[src/rtl/clkRatioPkg.sv]
package clkRatioPkg;
  localparam int CODE_W = 3;
  localparam int DATA_W = 16;

  // codes handed from control to datapath
  typedef struct packed {
    logic [CODE_W-1:0] rcCode;   // RC postscaler code
    logic [CODE_W-1:0] cpuCode;  // effective doze code (0 when doze is off)
  } ratioSel_t;

  // code 111 of the RC postscaler skips /128 and selects /256
  function automatic logic [3:0] rcShift(input logic [CODE_W-1:0] code);
    return (code == 3'b111) ? 4'd8 : {1'b0, code};
  endfunction
endpackage

[src/rtl/powDivider.sv]
module powDivider #(
  parameter int CNT_W = 8,
  localparam int SH_W = $clog2(CNT_W + 1)
) (
  input  logic            clk,
  input  logic            rst,
  input  logic [SH_W-1:0] shift,
  output logic            en
);
  logic [CNT_W-1:0] cnt;
  logic [CNT_W:0]   span;

  assign span = ({{CNT_W{1'b0}}, 1'b1} << shift) - 1'b1;
  assign en   = (cnt == '0);

  // the shift is sampled only at terminal count, so no runt interval
  always_ff @(posedge clk) begin
    if (rst)      cnt <= '0;
    else if (en)  cnt <= span[CNT_W-1:0];
    else          cnt <= cnt - 1'b1;
  end
endmodule

[src/rtl/clkRatioCtrl.sv]
module clkRatioCtrl
  import clkRatioPkg::*;
(
  input  logic              clk,
  input  logic              rst,
  input  logic              wrEn,
  input  logic [DATA_W-1:0] wrData,
  input  logic              irqPulse,
  output logic [DATA_W-1:0] rdData,
  output logic              pllSrcOk,
  output ratioSel_t         sel
);
  logic              recoverArm;
  logic [CODE_W-1:0] dozeCode;
  logic              dozeOn;
  logic [CODE_W-1:0] rcCode;

  always_ff @(posedge clk) begin
    if (rst) begin
      recoverArm <= 1'b0;
      dozeCode   <= '0;
      dozeOn     <= 1'b0;
      rcCode     <= 3'b001;
    end else begin
      if (wrEn) begin
        recoverArm <= wrData[15];
        dozeCode   <= wrData[14:12];
        dozeOn     <= wrData[11];
        rcCode     <= wrData[10:8];
      end
      // armed interrupt wins over a same-cycle write of doze-on
      if (irqPulse && recoverArm) dozeOn <= 1'b0;
    end
  end

  assign rdData      = {recoverArm, dozeCode, dozeOn, rcCode, 8'h00};
  assign pllSrcOk    = (rcCode == 3'b000) || (rcCode == 3'b001);
  assign sel.rcCode  = rcCode;
  assign sel.cpuCode = dozeOn ? dozeCode : '0;
endmodule

[src/rtl/clkRatioPath.sv]
module clkRatioPath
  import clkRatioPkg::*;
#(
  parameter int CNT_W = 8,
  localparam int SH_W = $clog2(CNT_W + 1),
  localparam int NDIV = 2
) (
  input  logic      clk,
  input  logic      rst,
  input  ratioSel_t sel,
  output logic      rcEn,
  output logic      cpuEn,
  output logic      periphEn
);
  logic [SH_W-1:0] shifts [NDIV];
  logic [NDIV-1:0] ens;

  assign shifts[0] = SH_W'(rcShift(sel.rcCode));
  assign shifts[1] = SH_W'(sel.cpuCode);

  for (genvar g = 0; g < NDIV; g++) begin : g_div
    powDivider #(.CNT_W(CNT_W)) i_div (
      .clk  (clk),
      .rst  (rst),
      .shift(shifts[g]),
      .en   (ens[g])
    );
  end

  assign rcEn  = ens[0];
  assign cpuEn = ens[1];

  always_ff @(posedge clk) begin
    if (rst) periphEn <= 1'b0;
    else     periphEn <= 1'b1;
  end
endmodule

[src/rtl/clkRatioUnit.sv]
module clkRatioUnit
  import clkRatioPkg::*;
#(
  parameter int CNT_W = 8
) (
  input  logic        clk,
  input  logic        rst,
  input  logic        wrEn,
  input  logic [15:0] wrData,
  output logic [15:0] rdData,
  input  logic        irqPulse,
  output logic        rcEn,
  output logic        cpuEn,
  output logic        periphEn,
  output logic        pllSrcOk
);
  ratioSel_t sel;

  clkRatioCtrl i_ctrl (
    .clk     (clk),
    .rst     (rst),
    .wrEn    (wrEn),
    .wrData  (wrData),
    .irqPulse(irqPulse),
    .rdData  (rdData),
    .pllSrcOk(pllSrcOk),
    .sel     (sel)
  );

  clkRatioPath #(.CNT_W(CNT_W)) i_path (
    .clk     (clk),
    .rst     (rst),
    .sel     (sel),
    .rcEn    (rcEn),
    .cpuEn   (cpuEn),
    .periphEn(periphEn)
  );
endmodule

[config.mk]
export PLATFORM = sky130hd
export DESIGN_NAME = clkRatioUnit
export DESIGN_NICKNAME = d
export VERILOG_FILES = /design/src/rtl/clkRatioPkg.sv /design/src/rtl/powDivider.sv /design/src/rtl/clkRatioCtrl.sv /design/src/rtl/clkRatioPath.sv /design/src/rtl/clkRatioUnit.sv
export SDC_FILE = /design/constraint.sdc
export NUM_CORES = 1
export LEC_CHECK = 0
export ABC_AREA = 1
export BUFFER_PORTS_ARGS = -buffer_cell sky130_fd_sc_hd__buf_4
export CAP_MARGIN = 20
export CORE_AREA = 2 2 56 58
export CTS_CLUSTER_SIZE = 30
export DETAILED_ROUTE_END_ITERATION = 16
export DIE_AREA = 0 0 58 60
export PLACE_DENSITY = 0.76
export SETUP_SLACK_MARGIN = 0.02
export SLEW_MARGIN = 15
export SYNTH_ARGS = -nofsm -noshare
export SYNTH_HDL_FRONTEND = slang
export SYNTH_SLANG_ARGS = --single-unit
[constraint.sdc]
create_clock -name clk -period 2.1 [get_ports clk]
set_input_delay 0.525 -clock clk [delete_from_list [all_inputs] [get_ports clk]]
set_output_delay 0.525 -clock clk [all_outputs]
set_load 0.02 [all_outputs]
After elaboration in Yosys (flattened, before gate mapping)

Cells that the tools add are included.

Memory bits (read-only): 0
Memories kept: 0
Word-level logic and storage cells: 26
Bits in registers: 25
RAM bits: 0
Latch bits: 0
Output and inout port bits: 20
Bits of input ports: 20

Order comparisons: 0
Bitwise logic cells: 0
Equal/unequal tests: 2
$add $sub $neg: 4
Divide/modulo/power cells: 0
Multiply operators: 0
Mux-type cells: 5
Reduce and logical (&&, ||, !) cells: 6
Shift-type cells: 2

Operator list:

| cell                                                                   | count |
|---|---|
| 8-bit by 1-bit subtractor with 8-bit output (second input constant)    | 4 |
| 8-bit logical NOT                                                      | 2 |
| 8-bit two-way mux                                                      | 2 |
| 1-bit by 3-bit left shift with 8-bit output (first input constant)     | 1 |
| 1-bit by 4-bit left shift with 8-bit output (first input constant)     | 1 |
| 4-bit two-way mux                                                      | 1 |
| 3-bit by 1-bit equality test with 1-bit output (second input constant) | 1 |
| 3-bit equality test (second input constant)                            | 1 |
| 3-bit logical NOT                                                      | 1 |
| 3-bit two-way mux                                                      | 1 |
| 2-bit OR reduction                                                     | 1 |
| 1-bit logical AND                                                      | 1 |
| 1-bit logical OR                                                       | 1 |
| 1-bit two-way mux                                                      | 1 |

Depth between registers and ports, before layout

Gate-level depths: netlist of the first run.

Depth in word-level cells: 5
Gate-level depth with buffers: 14

Cells and area by module

From an unflattened synthesis of the first run, not the netlist that was laid out.

Cell total of the unflattened synthesis: 251
Area, all modules: 1572.8 um2

By module, submodules not included:

| module       | area an instance (um2) | cells an instance | instances |
|---|---|---|---|
| powDivider   | 546.8                  | 90                | 2 |
| clkRatioCtrl | 417.9                  | 60                | 1 |
| clkRatioPath | 61.3                   | 11                | 1 |

Worst setup path before layout of the first run

No wires, ideal clock.

Kind: register -> register
From: register i_ctrl.rcCode[1]
To: register i_path.g_div[0].i_div.cnt[6]
Path slack: 0.364 ns
Path buffers: 0
Cell stages (with the launch flop): 11
Arrival: 1.621 ns
Setup time: 0.116 ns
Cells stage by stage: dfxtp_1 inv_1 nand2_1 nor2_1 a21oi_1 ha_1 inv_1 nor2_1 nand3_1 o21ai_0 nor2_1

Longest elaborated chain between the ends: 5

Ends and longest elaborated chain:

| what                                          | RTL line           | RTL |
|---|---|---|
| start, declared                               | clkRatioCtrl.sv:16 | `logic [CODE_W-1:0] rcCode;` |
| start signal, assigned                        | clkRatioCtrl.sv:29 | `rcCode <= wrData[10:8];` |
| 3-bit equality test                           | clkRatioPkg.sv:13  | `return (code == 3'b111) ? 4'd8 : {1'b0, code};` |
| 4-bit two-way mux *                           | clkRatioPkg.sv:13  |  |
| 1-bit by 4-bit left shift with 8-bit output * | powDivider.sv:13   | `assign span = ({{CNT_W{1'b0}}, 1'b1} << shift) - 1'b1;` |
| 8-bit by 1-bit subtractor with 8-bit output * | powDivider.sv:13   |  |
| 8-bit two-way mux *                           | powDivider.sv:19   | `else if (en) cnt <= span[CNT_W-1:0];` |
| end signal, assigned                          | powDivider.sv:19   |  |
| end signal, assigned                          | powDivider.sv:20   | `else cnt <= cnt - 1'b1;` |
| end, declared                                 | powDivider.sv:10   | `logic [CNT_W-1:0] cnt;` |

Every way passes the cells marked *; elsewhere a longest branch is shown, timed or not.
A chain may end at the register's enable or synchronous reset.

Worst setup path in the final report of the first run

From: register i_ctrl.rcCode[2]
To: output port pllSrcOk

Longest elaborated chain between the ends: 2
Elaborated cells between the ends (all ways): 3
Classes of those cells: 1 x eq/ne; 2 x reduce/logical

Ends and longest elaborated chain:

| what                                                                                | RTL line           | RTL |
|---|---|---|
| 3-bit by 1-bit equality test with 1-bit output or 3-bit logical NOT (tied branches) | clkRatioCtrl.sv:37 | `assign pllSrcOk = (rcCode == 3'b000) \|\| (rcCode == 3'b001);` |
| 1-bit logical OR *                                                                  | clkRatioCtrl.sv:37 |  |
| end, declared                                                                       | clkRatioUnit.sv:15 | `output logic pllSrcOk` |

Marked as above.

==> results by group, run 1 <==
Synthesis
  • Number of distinct standard cells referenced by the synthesized netlist: 23
  • Synth warn: 0
  • Compound-cell area share of the yosys netlist: 14.1%
  • EDFF count, synth: 0
  • Main combinational cell family by area after synthesis: simple AND/OR/NAND/NOR gates
  • Count of state elements after synthesis: 25
  • Mapped Cells: 211
  • Post-synthesis area per instance: 6.61 sq um
  • Post-Synth XOR/XNOR Area: 0%
  • Netlist Area Pre-Place: 1390 sq um
  • Synth Flop Type: dfxtp_1
  • Share of synthesized cell area in full adder, half adder and majority cells: 1.80%
  • Post-synthesis mux area share: 0%
  • Basic-gate share of the synthesized area counting and, or, nand and nor cells: 33.9%
  • Fraction of the yosys area taken by sequential cells: 35.9%
  • Share of synthesized registers carrying an async set or reset: 0%

Worst setup path
  • Family of cells with the greatest summed delay on the critical path: flip-flops
  • Critical-path top delay cell: dfxtp_1
  • Delay of the slowest critical-path stage: 0.47 ns
  • Crit-path max FO: 7
  • Critical path start-end classification: flop to primary output
  • Buffers and inverters on the worst path: 2
  • Setup slack, reg-to-reg: 0.27 ns
  • End of the worst register-to-register path: i_path.g_div[1].i_div.cnt[4]
  • Beginning of the worst register-to-register path: i_ctrl.dozeOn
  • Count of cells along the worst register-to-register path: 10
  • Data arrival, critical path: 1.31 ns
  • Nature of the critical path startpoint: flop
  • CP endpoint kind: primary output
  • Critical path data required time: ~1.6 ns
  • Ordered cell list for the critical path: inv_1 -> nand3_1 -> o21ai_0 -> buf_4

STA
  • Tmin final: approximately 1.8 ns
  • RSZ-0062 raised after global routing: false
  • Share of the clock period used by the worst path: between 80 and 90%
  • Post-Route Setup TNS: 0 ns
  • Maximum operating frequency: about 550 MHz
  • Hold Violations, Final: 0
  • Final setup violating endpoints: 0
  • Clock Skew: 0.0127 ns
  • Final-report max-slew violation count: 0

Layout
  • Share of post-route cells with drive strength above 1: 16.8%
  • Synth-to-layout area growth: 12.9%
  • Multi-input logic area: 724 sq um
  • Post-route cell area: about 1600 sq um
  • Sequential Area: approximately 500 sq um
  • Final Util: approximately 54%
  • Ant diodes: 0
  • Total Nets Final: 255
  • Layout Cells excl Fill: 265
  • Fill cell instance count of the final layout: 310

CTS
  • Clk sinks: 25
  • Number of CTS-inserted buffers: 3
  • Longest Clk Path Bufs: 2
  • Setup bufs post-CTS: 0
  • Hold-fix buffers, CTS: 0
  • Later-pin clock latency in the skew report: 0.33 ns
  • Root Buffer: clkbuf_4
  • Reg clk slew, reported paths: 0.15 ns
  • Resize count post-CTS: 0
  • Clock tree from TritonCTS: built
  • H-tree depth reported by CTS: 1

Detailed routing
  • Drt first-iter violations: 63
  • Total iterations of the first detailed-routing run: 4
  • Antenna Violating Nets Remaining: 0
  • Via density per instance: between 4 and 5
  • Routed wire length: about 2.7 mm
  • Vias: 1,269
  • Routed wire per std cell: 10.3 um
  • Number of DRC violations after detailed routing: 0

Min path
  • Launch point of the worst hold path: irqPulse
  • WHS Endpoint: i_ctrl.dozeOn
  • Kind of path behind the tightest hold check: primary input to flop
  • Hold depth: 2

Global route
  • Global-route wire length before repair: between 4 and 5 mm
  • Initial antenna violation count: 0
  • Remaining global-route overflow: 0
  • All-layer global routing usage: 17.3%
  • Largest net degree at the start of global routing: 16
  • Via count of the first global-routing pass: 1,146

Run
  • Max-Cap Viols: 0

Placed design
  • RePlAce Congestion: ~0.81
  • Dpl cell area: roughly 1500 sq um
  • Cell Count Post-Placement: 261
  • Dpl hpwl: approximately 2.1 mm
  • Port-buffer cells: 23

Status
  • Status: completed

Die
  • Width of the die: 58 um
  • Starting Density: between 40% and 50%
  • Number of top-level design ports: 40
  • Die ar.: ~3500 sq um
  • Core area: 2900 sq um
  • Die Ht: ~60 um
  • Standard-cell rows: 20

Power and ir drop
  • Leakage dissipation: 0.788 nW
  • Ratio of total power to cell area: 1380 nW/um^2
  • Total Power Consumption: 2.17 mW
  • Worst voltage drop across the vdd grid: 921 uV
[registers in the layout (all words and copies together) (netlist names)]
signal and flops:
i_ctrl.dozeCode 3, i_ctrl.dozeOn 1, i_ctrl.rcCode 3, i_ctrl.recoverArm 1, i_path.g_div.i_div.cnt 16, i_path.periphEn 1
[kinds of logic (layout without fill, tap and decap cells)]
family	Yosys count	after routing
AND/OR/NAND/NOR	106	106
buffers and inverters	41	55
AO/OA/AOI/OAI	36	36
flip-flops	25	25
adder cells (fa/ha/maj)	2	2
other	1	8
[cells in the final DEF, fill, tap and decap left out, drive strengths merged]
| master | synthesis | routed |
|---|---|---|
| nand2 | 51 | 51 |
| nor2 | 40 | 40 |
| inv | 28 | 28 |
| dfxtp | 25 | 25 |
| buf | 11 | 23 |
| a21oi | 19 | 19 |
| o21ai | 13 | 13 |
| conb | 1 | 8 |
| nand3 | 7 | 7 |
| nor3 | 6 | 6 |
| clkbuf | 2 | 3 |
| o21bai | 2 | 2 |
| nand4 | 2 | 2 |
| ha | 2 | 2 |
| a221oi | 1 | 1 |
| a41oi | 1 | 1 |
| clkinvlp | 0 | 1 |
[power breakdown]
part / leakage, nW / internal (mW) / switching, mW / total, mW
registers: 0.207 / 0.612 / 0.0810 / 0.693
logic: 0.566 / 0.440 / 0.811 / 1.25
clock network: 0.0139 / 0.0729 / 0.150 / 0.223
total: 0.788 / 1.13 / 1.04 / 2.17
[worst max path at each step]
stage	slack, ns	end	cells past startpoint	startpoint
floorplan	0.36	i_path.g_div[0].i_div.cnt[6]	10	i_ctrl.rcCode[1]
global placement	0.32	i_path.g_div[1].i_div.cnt[4]	10	i_ctrl.dozeOn
detailed placement	0.33	i_path.g_div[1].i_div.cnt[4]	10	i_ctrl.dozeOn
CTS	0.25	pllSrcOk	4	i_ctrl.rcCode[2]
global route	0.07	i_path.g_div[0].i_div.cnt[4]	10	i_ctrl.rcCode[1]
finish	0.27	pllSrcOk	4	i_ctrl.rcCode[2]
[stage by stage]
step / setup slack, ns / hold WS (ns)
final: 0.268 / 0.376
after detailed placement: 0.326 / 0.487
after floorplan: 0.364 / 0.448
after global routing: 0.0719 / 0.355
after global placement: 0.325 / 0.477
after CTS: 0.246 / 0.358
[layout make-up]
cell class                 count  share of cell area (%)
inverter                      28                    6.68
clock inverter                 1                   0.477
timing repair buffer          23                    11.0
sequential                    25                    31.8
tap                           33                    2.62
multi-input combinational    152                    46.0
clock buffer                   3                    1.43
[synth_stat cells (2+ instances only)]
| cell | number | area [sq um] |
|---|---|---|
| nand2_1 | 46 | 173 |
| nor2_1 | 35 | 131 |
| inv_1 | 28 | 105 |
| dfxtp_1 | 25 | 500 |
| a21oi_1 | 18 | 90.1 |
| o21ai_0 | 13 | 65.1 |
| buf_4 | 11 | 82.6 |
| nand3_1 | 6 | 30.0 |
| nor3_1 | 6 | 30.0 |
| nand2_2 | 4 | 25.0 |
| nor2_2 | 3 | 18.8 |
| clkbuf_1 | 2 | 7.51 |
| ha_1 | 2 | 25.0 |
| nand4_1 | 2 | 12.5 |
| o21bai_1 | 2 | 15.0 |
[metal layers]
layer	up-vias	GRT usage (%)	part of all wire, %
li1	685	-	-
met1	560	18.8	47
met2	19	33.4	49
met3	5	3.90	2.7
met4	0	4.98	1.3
met5	-	0	0
(Power assumes the default switching activity.)
==> run 2: changes to the inputs <==
- ABC_AREA: 1 -> unset
- PLACE_DENSITY: 0.76 -> 0.77
- TNS_END_PERCENT: unset -> 100
==> run 2 against run 1 <==
Compared with the run above:
- via count rose by 7.2%
- worst hold slack got worse by 0.018 ns
- critical path type unchanged
- wire length rose by 25%
- fmax fell by 11%
- highest routed layer unchanged
- die area did not move
- area after synthesis rose by 2.0%
- non-clock buffer count rose by 22
- clock-buffer cell count did not move
- power rose by 12%
- utilization rose by 8.4 points
- first-iteration DRC count fell by 37%
==> results by group, run 2 <==
Layout
  • Registers with the highest flip-flop counts: i_path.g_div.i_div.cnt x16, i_ctrl.dozeCode x3, i_ctrl.rcCode x3
  • Leading cell type in the layout, fill and taps excluded: buf_4
  • Fill cell instance count of the final layout: 254 (-18%)
  • Total Nets Final: 222 (-13%)
  • Multi-input logic area: 881 sq um (+22%)
  • Share of post-route cells with drive strength above 1: 35.7% (+19 points)
  • Ant diodes: 0 (unchanged)
  • Most used cells in the layout excluding fill and tap cells: 44 x buf_4, 20 x dfxtp_1, 19 x nor2_1, 8 x conb_1
  • Register with the most flip-flops: i_path.g_div.i_div.cnt
  • Max reg flops: 16 (unchanged)
  • Synth-to-layout area growth: 28.0%
  • Sequential Area: 509 sq um (+1.7%)
  • Final Util: 62.7% (+8.4 points)

CTS
  • Number of CTS-inserted buffers: 3 (unchanged)
  • Later-pin clock latency in the skew report: 0.32 ns (about the same)
  • Root Buffer: clkbuf_4
  • Clk sinks: 25 (unchanged)
  • Clock tree from TritonCTS: built
  • Longest Clk Path Bufs: 2 (unchanged)
  • H-tree depth reported by CTS: 1 (unchanged)
  • Reg clk slew, reported paths: 0.15 ns (about the same)

Worst setup path
  • Nature of the critical path startpoint: flop
  • Data arrival, critical path: 1.53 ns (+0.22 ns)
  • Beginning of the worst register-to-register path: i_path.g_div[1].i_div.cnt[6]
  • Buffers and inverters on the worst path: 1 (-1)
  • First element of the critical path: i_path.g_div[1].i_div.cnt[6]
  • Family of cells with the greatest summed delay on the critical path: simple AND/OR/NAND/NOR gates
  • Critical-path top delay cell: or4_4
  • Critical path start-end classification: flop to primary output
  • Crit-path max FO: 4 (-3)
  • Ordered cell list for the critical path: or4_4 -> nor2_4 -> buf_6
  • CP endpoint kind: primary output
  • Count of cells along the worst register-to-register path: 8 (-2)
  • Critical path data required time: 1.57 ns (about the same)
  • Timing endpoint of the critical path: cpuEn
  • Setup slack, reg-to-reg: 0.06 ns (-0.21 ns)
  • Worst path depth: 3 (-1)
  • Delay of the slowest critical-path stage: 0.55 ns (+0.08 ns)
  • End of the worst register-to-register path: i_path.g_div[1].i_div.cnt[6]

Synthesis
  • Synth Flop Type: dfxtp_1
  • Synth warn: 0 (unchanged)
  • EDFF count, synth: 0 (unchanged)
  • Synth top area cells: dfxtp_1 35%, nor2_1 5.5%, buf_4 5.3%, a41oi_1 4.9%, mux2i_1 4.9%
  • Share of synthesized registers carrying an async set or reset: 0% (unchanged)
  • Area share of the leading cell type in the synthesized netlist: 35.2% (-0.70 points)
  • Netlist Area Pre-Place: 1420 sq um (+2.0%)
  • Count of state elements after synthesis: 25 (unchanged)
  • Number of distinct standard cells referenced by the synthesized netlist: 45 (+96%)
  • Mapped Cells: 159 (-25%)
  • Fraction of the yosys area taken by sequential cells: 35.2% (-0.70 points)
  • Synth top cells by count: 25 x dfxtp_1, 21 x nor2_1, 10 x buf_4
  • Most frequent cell after synthesis: dfxtp_1
  • Post-synthesis area per instance: 8.94 sq um (+35%)
  • Top cell type by total area after synthesis: dfxtp_1

Die
  • Width of the die: 58 um (unchanged)
  • Number of top-level design ports: 40 (unchanged)
  • Starting Density: 49.0% (+0.95 points)
  • Core area: 2900 sq um (unchanged)
  • Die ar.: 3480 sq um (unchanged)
  • Standard-cell rows: 20 (unchanged)
  • Die Ht: 60 um (unchanged)

Placed design
  • Port-buffer cells: 23 (unchanged)
  • Dpl hpwl: 2.55 mm (+22%)
  • RePlAce Congestion: 0.951 (+17%)

Global route
  • All-layer global routing usage: 21.2% (+3.8 points)
  • Global-route wire length before repair: 5.69 mm (+22%)
  • Initial antenna violation count: 0 (unchanged)
  • Via count of the first global-routing pass: 1,241 (+8.3%)
  • Remaining global-route overflow: 0 (unchanged)
  • Largest net degree at the start of global routing: 24 (+8)

STA
  • Clock Skew: 0.0122 ns (-0.000505 ns)
  • Maximum operating frequency: 485 MHz (-11%)
  • Hold_ws: 0.358 ns (-0.0176 ns)
  • Share of the clock period used by the worst path: 98.1% (+11 points)
  • Final-report max-slew violation count: 0 (unchanged)
  • Final setup violating endpoints: 0 (unchanged)
  • Hold Violations, Final: 0 (unchanged)
  • RSZ-0062 raised after global routing: true
  • Headroom to the max-slew limit: between 60 and 70%
  • Worst-Margin Slew: 0.548 ns
  • Tmin final: 2.06 ns (+0.228 ns)

Detailed routing
  • Vias: 1,361 (+7.2%)
  • Drt first-iter violations: 40 (-37%)
  • Routed wire per std cell: 14.8 um (+43%)
  • Routed wire length: 3.43 mm (+25%)
  • Via density per instance: 5.87 (+23%)
  • Number of DRC violations after detailed routing: 0 (unchanged)
  • Antenna Violating Nets Remaining: 0 (unchanged)
  • Total iterations of the first detailed-routing run: 4 (unchanged)

Status
  • Status: completed

Power and ir drop
  • Leakage dissipation: 0.771 nW (-2.1%)
  • Ratio of total power to cell area: 1330 nW/um^2 (-3.3%)
  • Worst voltage drop across the vdd grid: 755 uV (-18%)
  • Total Power Consumption: 2.42 mW (+12%)

Run
  • Max-Cap Viols: 0 (unchanged)

Min path
  • Kind of path behind the tightest hold check: primary input to flop
## run 2: worst min path at each step
stage / startpoint / end / depth (start not counted)
floorplan: i_ctrl.recoverArm / i_ctrl.dozeOn / 1
global placement: i_ctrl.recoverArm / i_ctrl.dozeOn / 1
detailed placement: i_ctrl.recoverArm / i_ctrl.dozeOn / 1
CTS: irqPulse / i_ctrl.dozeOn / 2
global route: irqPulse / i_ctrl.dozeOn / 2
finish: irqPulse / i_ctrl.dozeOn / 2
## run 2: stage by stage
step | setup TNS [ns] | std cells | setup WS [ns] | instance area, sq um
6_report | 0 | 232 | 0.0402 | 1820
5_1_grt | -0.0519 | 232 | -0.0304 | 1820
4_1_cts | 0 | 231 | 0.00380 | 1780
3_5_place_dp | 0 | 223 | 0.0477 | 1720
3_3_place_gp | 0 | 223 | 0.0863 | 1720
2_1_floorplan | -0.00383 | 166 | -0.00383 | 1490
## run 2: repair_timing
| action | CTS | global route |
|---|---|---|
| setup buffers | 4 | 1 |
| hold buffers | 0 | 0 |
| setup endpoints to repair | 3 | 6 |
| gates cloned | 0 | 0 |
| pin swaps | 2 | 2 |
| resized for setup | 2 | 10 |
## run 2: final cells by class
type                       count  share of cell area (%)
clock inverter                 1                   0.275
multi-input combinational    120                    48.4
timing repair buffer          45                    18.8
tap                           33                    2.27
inverter                       5                    1.03
sequential                    25                    28.0
clock buffer                   3                    1.24
## run 2: power by group
group,internal (mW),switching (mW)
Sequential,0.604,0.117
Combinational,0.736,0.745
Clock,0.0714,0.149
Total,1.41,1.01
## run 2: cell families after synthesis
group / count (synthesis) / synth area share (%)
buffers and inverters: 21 / 8.19
adders and majority gates: 2 / 1.76
DFF: 25 / 35.2
xor gates and xnor gates: 4 / 2.47
muxes: 8 / 5.72
and+or+nand+nor: 61 / 25.1
other: 1 / 0.264
AOI/OAI and AO/OA: 37 / 21.3
## run 2: per-layer routing
metal | wire (um) | global-route usage, % | up-vias
met1 | 1550 | 27.9 | 633
li1 | - | - | 666
met4 | 64 | 6.98 | 0
met3 | 180 | 3.03 | 8
met2 | 1630 | 35.6 | 54
met5 | 0 | 0 | -
## run 2: worst register-to-register path, stage by stage, from the launching register on
cell and delay (ns):
dfxtp_2 0.36, or4_4 0.55, nor2_4 0.17, a41oi_2 0.13, ha_2 0.21, or3b_2 0.22, nor2_2 0.06, a311oi_2 0.19
a41o_1 0.12
